`src/rtl/i2c_rs_pkg.sv`:
```
package i2c_rs_pkg;
  typedef enum logic [3:0] {
    ST_IDLE,
    ST_ADDR,
    ST_ADDR_ACK,
    ST_SUB,
    ST_SUB_ACK,
    ST_WDATA,
    ST_WDATA_ACK,
    ST_TX,
    ST_TX_ACK,
    ST_IGNORE
  } state_e;
endpackage

```
`src/rtl/i2c_rs_sync.sv`:
```
module i2c_rs_sync #(
  parameter int              WIDTH   = 2,
  parameter int              STAGES  = 2,
  parameter logic [WIDTH-1:0] RST_VAL = '1
) (
  input  logic             clk_i,
  input  logic             rst_ni,
  input  logic [WIDTH-1:0] d_i,
  output logic [WIDTH-1:0] q_o
);
  logic [STAGES-1:0][WIDTH-1:0] stg_q;

  always_ff @(posedge clk_i or negedge rst_ni) begin
    if (!rst_ni) begin
      stg_q <= {STAGES{RST_VAL}};
    end else begin
      stg_q[0] <= d_i;
      for (int i = 1; i < STAGES; i++) stg_q[i] <= stg_q[i-1];
    end
  end

  assign q_o = stg_q[STAGES-1];
endmodule

```
`src/rtl/i2c_rs_cond.sv`:
```
module i2c_rs_cond (
  input  logic clk_i,
  input  logic rst_ni,
  input  logic scl_i,
  input  logic sda_i,
  output logic scl_rise_o,
  output logic scl_fall_o,
  output logic start_o,
  output logic stop_o
);
  logic scl_q, sda_q;

  always_ff @(posedge clk_i or negedge rst_ni) begin
    if (!rst_ni) begin
      scl_q <= 1'b1;
      sda_q <= 1'b1;
    end else begin
      scl_q <= scl_i;
      sda_q <= sda_i;
    end
  end

  assign scl_rise_o = scl_i & ~scl_q;
  assign scl_fall_o = ~scl_i & scl_q;
  // SDA edges count only while SCL is steadily high
  assign start_o = scl_i & scl_q & sda_q & ~sda_i;
  assign stop_o  = scl_i & scl_q & ~sda_q & sda_i;
endmodule

```
`src/rtl/i2c_rs_ptr.sv`:
```
module i2c_rs_ptr #(
  parameter int AW = 7
) (
  input  logic          clk_i,
  input  logic          rst_ni,
  input  logic          load_i,
  input  logic [AW-1:0] load_addr_i,
  input  logic          load_inc_i,
  input  logic          adv_i,
  output logic [AW-1:0] ptr_o
);
  logic [AW-1:0] ptr_q;
  logic          inc_q;

  always_ff @(posedge clk_i or negedge rst_ni) begin
    if (!rst_ni) begin
      ptr_q <= '0;
      inc_q <= 1'b0;
    end else if (load_i) begin
      ptr_q <= load_addr_i;
      inc_q <= load_inc_i;
    end else if (adv_i && inc_q) begin
      ptr_q <= ptr_q + 1'b1;  // natural wrap at the top
    end
  end

  assign ptr_o = ptr_q;
endmodule

```
`src/rtl/i2c_rs_slave.sv`:
```
module i2c_rs_slave #(
  parameter logic [5:0] ADDR_HI     = 6'b110100,
  parameter int         BYTE_W      = 8,
  parameter int         SYNC_STAGES = 2
) (
  input  logic              clk_i,
  input  logic              rst_ni,
  input  logic              scl_i,
  input  logic              sda_i,
  input  logic              addr_strap_i,
  output logic              sda_oe_o,
  output logic              reg_we_o,
  output logic [BYTE_W-2:0] reg_addr_o,
  output logic [BYTE_W-1:0] reg_wdata_o,
  input  logic [BYTE_W-1:0] reg_rdata_i
);
  import i2c_rs_pkg::*;

  localparam int RAW   = BYTE_W - 1;
  localparam int CNT_W = $clog2(BYTE_W + 1);
  localparam logic [CNT_W-1:0] CNT_FULL = CNT_W'(BYTE_W);

  logic scl_s, sda_s;
  logic scl_rise, scl_fall, start_det, stop_det;

  i2c_rs_sync #(.WIDTH(2), .STAGES(SYNC_STAGES), .RST_VAL(2'b11)) u_sync (
    .clk_i (clk_i),
    .rst_ni(rst_ni),
    .d_i   ({scl_i, sda_i}),
    .q_o   ({scl_s, sda_s})
  );

  i2c_rs_cond u_cond (
    .clk_i     (clk_i),
    .rst_ni    (rst_ni),
    .scl_i     (scl_s),
    .sda_i     (sda_s),
    .scl_rise_o(scl_rise),
    .scl_fall_o(scl_fall),
    .start_o   (start_det),
    .stop_o    (stop_det)
  );

  state_e            state_q;
  logic [CNT_W-1:0]  cnt_q;
  logic [BYTE_W-1:0] rx_q, tx_q, wdata_q;
  logic              rw_q, mack_q, we_q;
  logic              byte_done, ptr_load, ptr_adv;

  assign byte_done = scl_fall && (cnt_q == CNT_FULL);
  assign ptr_load  = (state_q == ST_SUB) && byte_done && !start_det && !stop_det;
  assign ptr_adv   = ((state_q == ST_WDATA_ACK) && scl_fall) ||
                     ((state_q == ST_TX_ACK) && scl_rise && !sda_s);

  i2c_rs_ptr #(.AW(RAW)) u_ptr (
    .clk_i      (clk_i),
    .rst_ni     (rst_ni),
    .load_i     (ptr_load),
    .load_addr_i(rx_q[RAW-1:0]),
    .load_inc_i (rx_q[BYTE_W-1]),
    .adv_i      (ptr_adv),
    .ptr_o      (reg_addr_o)
  );

  always_ff @(posedge clk_i or negedge rst_ni) begin
    if (!rst_ni) begin
      state_q <= ST_IDLE;
      cnt_q   <= '0;
      rx_q    <= '0;
      tx_q    <= '1;
      wdata_q <= '0;
      rw_q    <= 1'b0;
      mack_q  <= 1'b0;
      we_q    <= 1'b0;
    end else begin
      we_q <= 1'b0;
      if (stop_det) begin
        state_q <= ST_IDLE;
      end else if (start_det) begin
        state_q <= ST_ADDR;
        cnt_q   <= '0;
      end else begin
        unique case (state_q)
          ST_ADDR, ST_SUB, ST_WDATA: begin
            if (scl_rise) begin
              rx_q  <= {rx_q[BYTE_W-2:0], sda_s};
              cnt_q <= cnt_q + 1'b1;
            end else if (byte_done) begin
              cnt_q <= '0;
              if (state_q == ST_ADDR) begin
                if (rx_q[BYTE_W-1:1] == {ADDR_HI, addr_strap_i}) begin
                  rw_q    <= rx_q[0];
                  state_q <= ST_ADDR_ACK;
                end else begin
                  state_q <= ST_IGNORE;
                end
              end else if (state_q == ST_SUB) begin
                state_q <= ST_SUB_ACK;
              end else begin
                state_q <= ST_WDATA_ACK;
                we_q    <= 1'b1;
                wdata_q <= rx_q;
              end
            end
          end
          ST_ADDR_ACK: begin
            if (scl_fall) begin
              cnt_q <= '0;
              if (rw_q) begin
                state_q <= ST_TX;
                tx_q    <= reg_rdata_i;
              end else begin
                state_q <= ST_SUB;
              end
            end
          end
          ST_SUB_ACK, ST_WDATA_ACK: begin
            if (scl_fall) state_q <= ST_WDATA;
          end
          ST_TX: begin
            if (scl_rise) begin
              cnt_q <= cnt_q + 1'b1;
            end else if (scl_fall) begin
              if (cnt_q == CNT_FULL) state_q <= ST_TX_ACK;
              else tx_q <= {tx_q[BYTE_W-2:0], 1'b1};
            end
          end
          ST_TX_ACK: begin
            if (scl_rise) begin
              mack_q <= !sda_s;
            end else if (scl_fall) begin
              if (mack_q) begin
                // pointer stepped at the rising edge; rdata is settled here
                state_q <= ST_TX;
                tx_q    <= reg_rdata_i;
                cnt_q   <= '0;
              end else begin
                state_q <= ST_IGNORE;
              end
            end
          end
          default: ;
        endcase
      end
    end
  end

  always_comb begin
    unique case (state_q)
      ST_ADDR_ACK, ST_SUB_ACK, ST_WDATA_ACK: sda_oe_o = 1'b1;
      ST_TX:                                 sda_oe_o = !tx_q[BYTE_W-1];
      default:                               sda_oe_o = 1'b0;
    endcase
  end

  assign reg_we_o    = we_q;
  assign reg_wdata_o = wdata_q;
endmodule

```
`config.mk`:
```
export PLATFORM = sky130hd
export DESIGN_NAME = i2c_rs_slave
export DESIGN_NICKNAME = d
export VERILOG_FILES = /design/src/rtl/i2c_rs_pkg.sv /design/src/rtl/i2c_rs_sync.sv /design/src/rtl/i2c_rs_cond.sv /design/src/rtl/i2c_rs_ptr.sv /design/src/rtl/i2c_rs_slave.sv
export SDC_FILE = /design/constraint.sdc
export NUM_CORES = 1
export LEC_CHECK = 0
export BUFFER_PORTS_ARGS = -buffer_cell sky130_fd_sc_hd__buf_2
export CAP_MARGIN = 20
export CORE_UTILIZATION = 58
export DETAILED_ROUTE_END_ITERATION = 8
export PLACE_DENSITY = 0.79
export SYNTH_ARGS = -nofsm -noshare
export SYNTH_HDL_FRONTEND = slang
export SYNTH_SLANG_ARGS = --single-unit
```
`constraint.sdc`:
```
create_clock -name clk_i -period 2.96 [get_ports clk_i]
set_clock_uncertainty 0.15 [all_clocks]
set_input_delay 0.148 -clock clk_i [delete_from_list [all_inputs] [get_ports clk_i]]
set_output_delay 0.148 -clock clk_i [all_outputs]
set_load 0.05 [all_outputs]
```
Word level (Yosys, flattened, before mapping):

Cells that the tools add are included.
Widths: inputs -> output; s select.

* word-level logic and storage cells: 137
* register bits: 49

* multiplexer cells: 45
* add/subtract/negate cells: 2
* reduce and logical (&&, ||, !) cells: 27
* equality and inequality tests: 33
* bitwise logic cells: 16

Operators by type and width (count)
* $mux 4: 22
* $mux 8: 8
* $ne 4x4->1 const B: 10
* $pmux 8 s3: 1
* $pmux 4 s5: 1
* $eq 4x3->1 const B: 4
* $ne 2x2->1 const B: 8
* $pmux 4 s4: 1
* $ne 3x3->1 const B: 5
* $mux 7: 2
* $reduce_and 7->1: 2
* $reduce_and 11->1: 1
* $reduce_and 10->1: 1
* $not 1->1: 9
* $eq 4x2->1 const B: 2
* $eq 4x4->1 const B: 2
* $logic_and 1x1->1: 8
* $reduce_and 4->1: 2
* $reduce_and 8->1: 1
* $add 7x1->7 const B: 1
* $and 1x1->1: 7
* $eq 7x7->1: 1
* $mux 1: 7
* $reduce_bool 7->1: 1
* 12 further kinds: 16

Longest topological paths before layout:

* depth after elaboration: 8
* mapped depth: 8

By module:

A second synthesis with hierarchy kept.

* cells, all modules: 242
* area, all modules: 2626.3 um^2

By module, submodules not included
* i2c_rs_slave: instances 1, seq. area each 885.8 um^2, area an instance 1985.7 um^2, cells an instance 182
* i2c_rs_ptr: instances 1, seq. area each 200.2 um^2, area an instance 435.4 um^2, cells an instance 48
* i2c_rs_sync: instances 1, seq. area each 105.1 um^2, area an instance 120.1 um^2, cells an instance 6
* i2c_rs_cond: instances 1, seq. area each 52.6 um^2, area an instance 85.1 um^2, cells an instance 6

Worst setup path after synthesis:

OpenSTA, ideal clock, no wires.

* kind: flip-flop to flip-flop
* start: register cnt_q[0] (netlist name)
* end: register rx_q[0]
* stages on the path, launching flop included: 9
* setup slack: 0.626 ns
* buffers on the path: 1
* library setup time: 0.125 ns
* arrival time: 2.059 ns
* required time: 2.685 ns
* path through: dfrtp_1 -> inv_1 -> ha_1 -> and3b_1 -> buf_2 -> nand3_1 -> a32o_2 -> nor4b_4 -> mux2_2

RTL lines
* end signal: assignment: line i2c_rs_slave.sv:86 `rx_q <= {rx_q[BYTE_W-2:0], sda_s};`
* end: declaration: line i2c_rs_slave.sv:46 `logic [BYTE_W-1:0] rx_q, tx_q, wdata_q;`

Final worst setup path:

* start: register state_q[2]
* end: register rx_q[0]

* cells in the longest elaborated chain, start to end: 3
* elaborated cells between the ends (all ways): 5
* classes of those cells: 3 x eq/ne; 2 x reduce/logical

Ends and longest elaborated chain
* start: declaration: line i2c_rs_slave.sv:44 `state_e state_q;`
* start signal: assignment: line i2c_rs_slave.sv:67 `state_q <= ST_IDLE;`
* start signal: assignment: line i2c_rs_slave.sv:78 `state_q <= ST_IDLE;`
* start signal: assignment: line i2c_rs_slave.sv:80 `state_q <= ST_ADDR;`
* $eq 4x1->1 (tied with other cells): line i2c_rs_slave.sv:83 `unique case (state_q)`
* $reduce_or 3->1 *: line i2c_rs_slave.sv:83
* $reduce_and 4->1 (no source line) *

Every way passes the cells marked *; elsewhere a longest branch is shown, timed or not.
A chain may end at the register's enable or synchronous reset.

==> flow_summary.toml <==
[setup_path]
path_class = "reg -> reg"
crit_buf_inv = 0
cpMaxStageDelayCell = "nor4b_4"
crit_family = "simple AND/OR/NAND/NOR gates"
worst-path-max-fanout = 15
crit_path_start_kind = "flip-flop"
worstPathRequired_ps = 2990
slowest_delay_ps = 570
path_cells = "nor3_1 -> nand3_1 -> a32o_2 -> nor4b_4 -> mux2_2"
worstPathArrival_ps = 2610
cp-end-kind = "flip-flop"

[synthesis]
synth-async-reset-ratio = 1.00
syn_area_um2 = 2590
syn_nets = 245
yosys_warnings = 0
yosysTopAreaCell = "dfrtp_1"
synth_top_area_share = 0.339
ys_ff_latch = 49
synth_edf_count = 0
syn_inst = 229
ys_seq_area_frac = 0.481
synth.distinct_cells = 50
netlist_top_cells_area = "dfrtp_1, mux2_2, dfstp_2"
synthFlopType = "dfrtp_1"
synth_area_per_cell_um2 = 11.3

[floorplan]
num_rows = 23
die_h_um = 68.8
initial_core_util = 0.624
ioPinCount = 30
die_w_um = 68.8
die-area_um2 = 4730
core_um2 = 4140

[run]
maxCapViolCount = 0

[drt]
dr.pass1.iters = 4
viasPerCell = 5.90
drc_errors = 0
antenna_left = 0
vias = 1883
routed_wl_mm = 4.97
avgRoutedWirePerCell_um = 15.6
initialDrtViolationCount = 114

[final_layout]
nFillCells = 307
multi_input_area_um2 = 1280
antennaDiodeCount = 0
design_area_um2 = 2940
ff_latch_area_um2 = 1240
drive_above_1_share = 0.379
area_growth_pct = 13.7
nNetsFinal = 284

[power]
pwr-share-clk = 0.169
sequentialPowerShare = 0.462
switchingPower_uw = 847
p_comb_frac = 0.369
ir_drop_mv = 0.500
switching_share = 0.373
p_leak_nw = 1.38
cell_internal_pwr_mw = 1.42
power_density_nw_per_um2 = 773

[sta]
setup_violations = 0
tightest_slew_ps = 613
final.setup.tns_ps = 0
final_period_minus_worst_setup_slack_ps = 2580
timing.final.crit_share = 0.872
max-slew-margin-rel = 0.586
slew_violations = 0
fmax_ghz = 0.387
rsz0062_at_grt = "false"
hold_viol_final = 0

[clock_tree]
cts_setup_buffers = 0
path_clk_slew_ps = 90
cts_inserted_buffers = 5
cts_tree = "built"
clock_latency_ps = 300
ctsRootBufferMaster = "clkbuf_8"
htreeDepth = 2
clock_sinks = 49
postCtsResizedCells = 0
hold_buffers = 3
cts_buffer_depth = 2

[placement]
place.gp.congestion = 0.913
place_hpwl_mm = 3.62
placed_cell_area_um2 = 2800
io_buffers = 29

[grt]
grt_pass1_vias = 1731
grt-ovfl-total = 0
grt_first_pass_wirelength_mm = 7.96
antenna_found_initial = 0
grt_max_degree = 50
grt_use_total = 0.231

[status]
status = "completed"

[min_path]
hold_class = "in -> reg"
==> tightest hold or removal path: cells and delay by family <==
family                 cells  cell delay, ps
buffers and inverters      1              70
multiplexers               1             130
AND/OR/NAND/NOR            1              80
==> logic make-up (layout without fill, tap and decap cells) <==
logic type,after synthesis,in the layout,synth area share
buffers and inverters,14,54,0.0252
muxes,38,38,0.164
and+or+nand+nor,76,76,0.173
adders and majority gates,3,3,0.0145
xor gates and xnor gates,9,9,0.0305
DFF,49,49,0.481
AOI/OAI and AO/OA,40,40,0.112
==> path summary, 6_finish.rpt <==
check / depth (start not counted) / to / from / slack (ps)
setup / recovery: 5 / rx_q[0] / state_q[2] / 380
min in group asynchronous: 2 / cnt_q[1] / rst_ni / 60
hold reg to reg: 0 / u_sync.q_o[1] / u_sync.stg_q[1] / 210
max in group asynchronous: 3 / u_cond.scl_q / rst_ni / 2100
hold / removal: 3 / tx_q[0] / reg_rdata_i[0] / 10
setup reg to reg: 5 / rx_q[0] / state_q[2] / 380
==> cells in the mapped netlist, types with 4 or more instances <==
cell type  number
nand2b_1        7
o21ai_0        11
mux2_2         36
nor2_1          9
xor2_1          6
nand2_1        22
dfstp_2        14
nand3_1         7
nor4_1          5
inv_1           6
dfrtp_1        35
buf_2           4
==> power groups by stage <==
stage	clock network [mW]	logic, mW	registers (mW)
3_3_place_gp	0	0.803	1.05
2_1_floorplan	0	0.683	0.988
5_1_grt	0.419	0.916	1.08
3_5_place_dp	0	0.826	1.06
4_1_cts	0.395	0.830	1.05
6_report	0.383	0.839	1.05
==> cell usage in the layout (no fill, tap or decap), types with 2 or more instances in the layout <==
cell type,synthesis,layout
dfrtp_1,35,35
a211o_1,3,3
inv_1,6,6
xnor2_1,3,3
nor4b_1,2,2
ha_1,3,3
dlygate4sd3_1,0,3
nor3_1,3,3
nor3b_1,2,2
xor2_1,6,6
nor4_1,5,5
a31oi_1,2,2
a21o_1,2,2
o21bai_1,3,3
dfstp_2,14,14
mux2i_1,2,2
nand2_1,22,22
nand3_1,7,7
o31ai_1,3,3
o21ai_0,11,11
and3_1,3,3
nor2_1,9,9
nand2b_1,7,7
nor2b_1,3,3
clkbuf_8,0,5
a21oi_1,3,3
buf_2,4,29
nand4_1,2,2
a22oi_1,2,2
buf_4,0,7
mux2_2,36,36
and2_1,3,3
==> per-layer routing <==
layer  global-route usage  wire length (µm)  share of wire
met5                    0                 0              0
met4               0.0842                52          0.010
met3               0.0510               239          0.048
met2                0.373              2350           0.47
met1                0.305              2330           0.47
==> stage by stage <==
step | instances | worst slack (ps) | hold WS [ps] | utilization | total power, mW
after CTS | 318 | 387 | 7.91 | 0.705 | 2.27
final | 319 | 379 | 12.0 | 0.710 | 2.27
after floorplan | 229 | 626 | -298 | - | 1.67
after global placement | 307 | 497 | 104 | 0.677 | 1.85
after detailed placement | 307 | 410 | 105 | 0.677 | 1.88
after global routing | 319 | 266 | 31.7 | 0.710 | 2.41
==> cell type report <==
cell class              instances  share of cell area
inverters                       6             0.00766
flip-flops and latches         49               0.423
well taps                      50              0.0213
multi-input cells             166               0.434
clock buffers                   6              0.0247
repair buffers                 40              0.0843
clock inverters                 2             0.00468
==> sequential cells by signal (all words and copies together), names as in the netlist, 2 cells and up <==
name and flops:
rx_q 8, u_ptr.ptr_o 7, cnt_q 4, tx_q 8, u_sync.stg_q 2, state_q 4
reg_wdata_o 8, u_sync.q_o 2
Power figures use the tool's default switching activity.
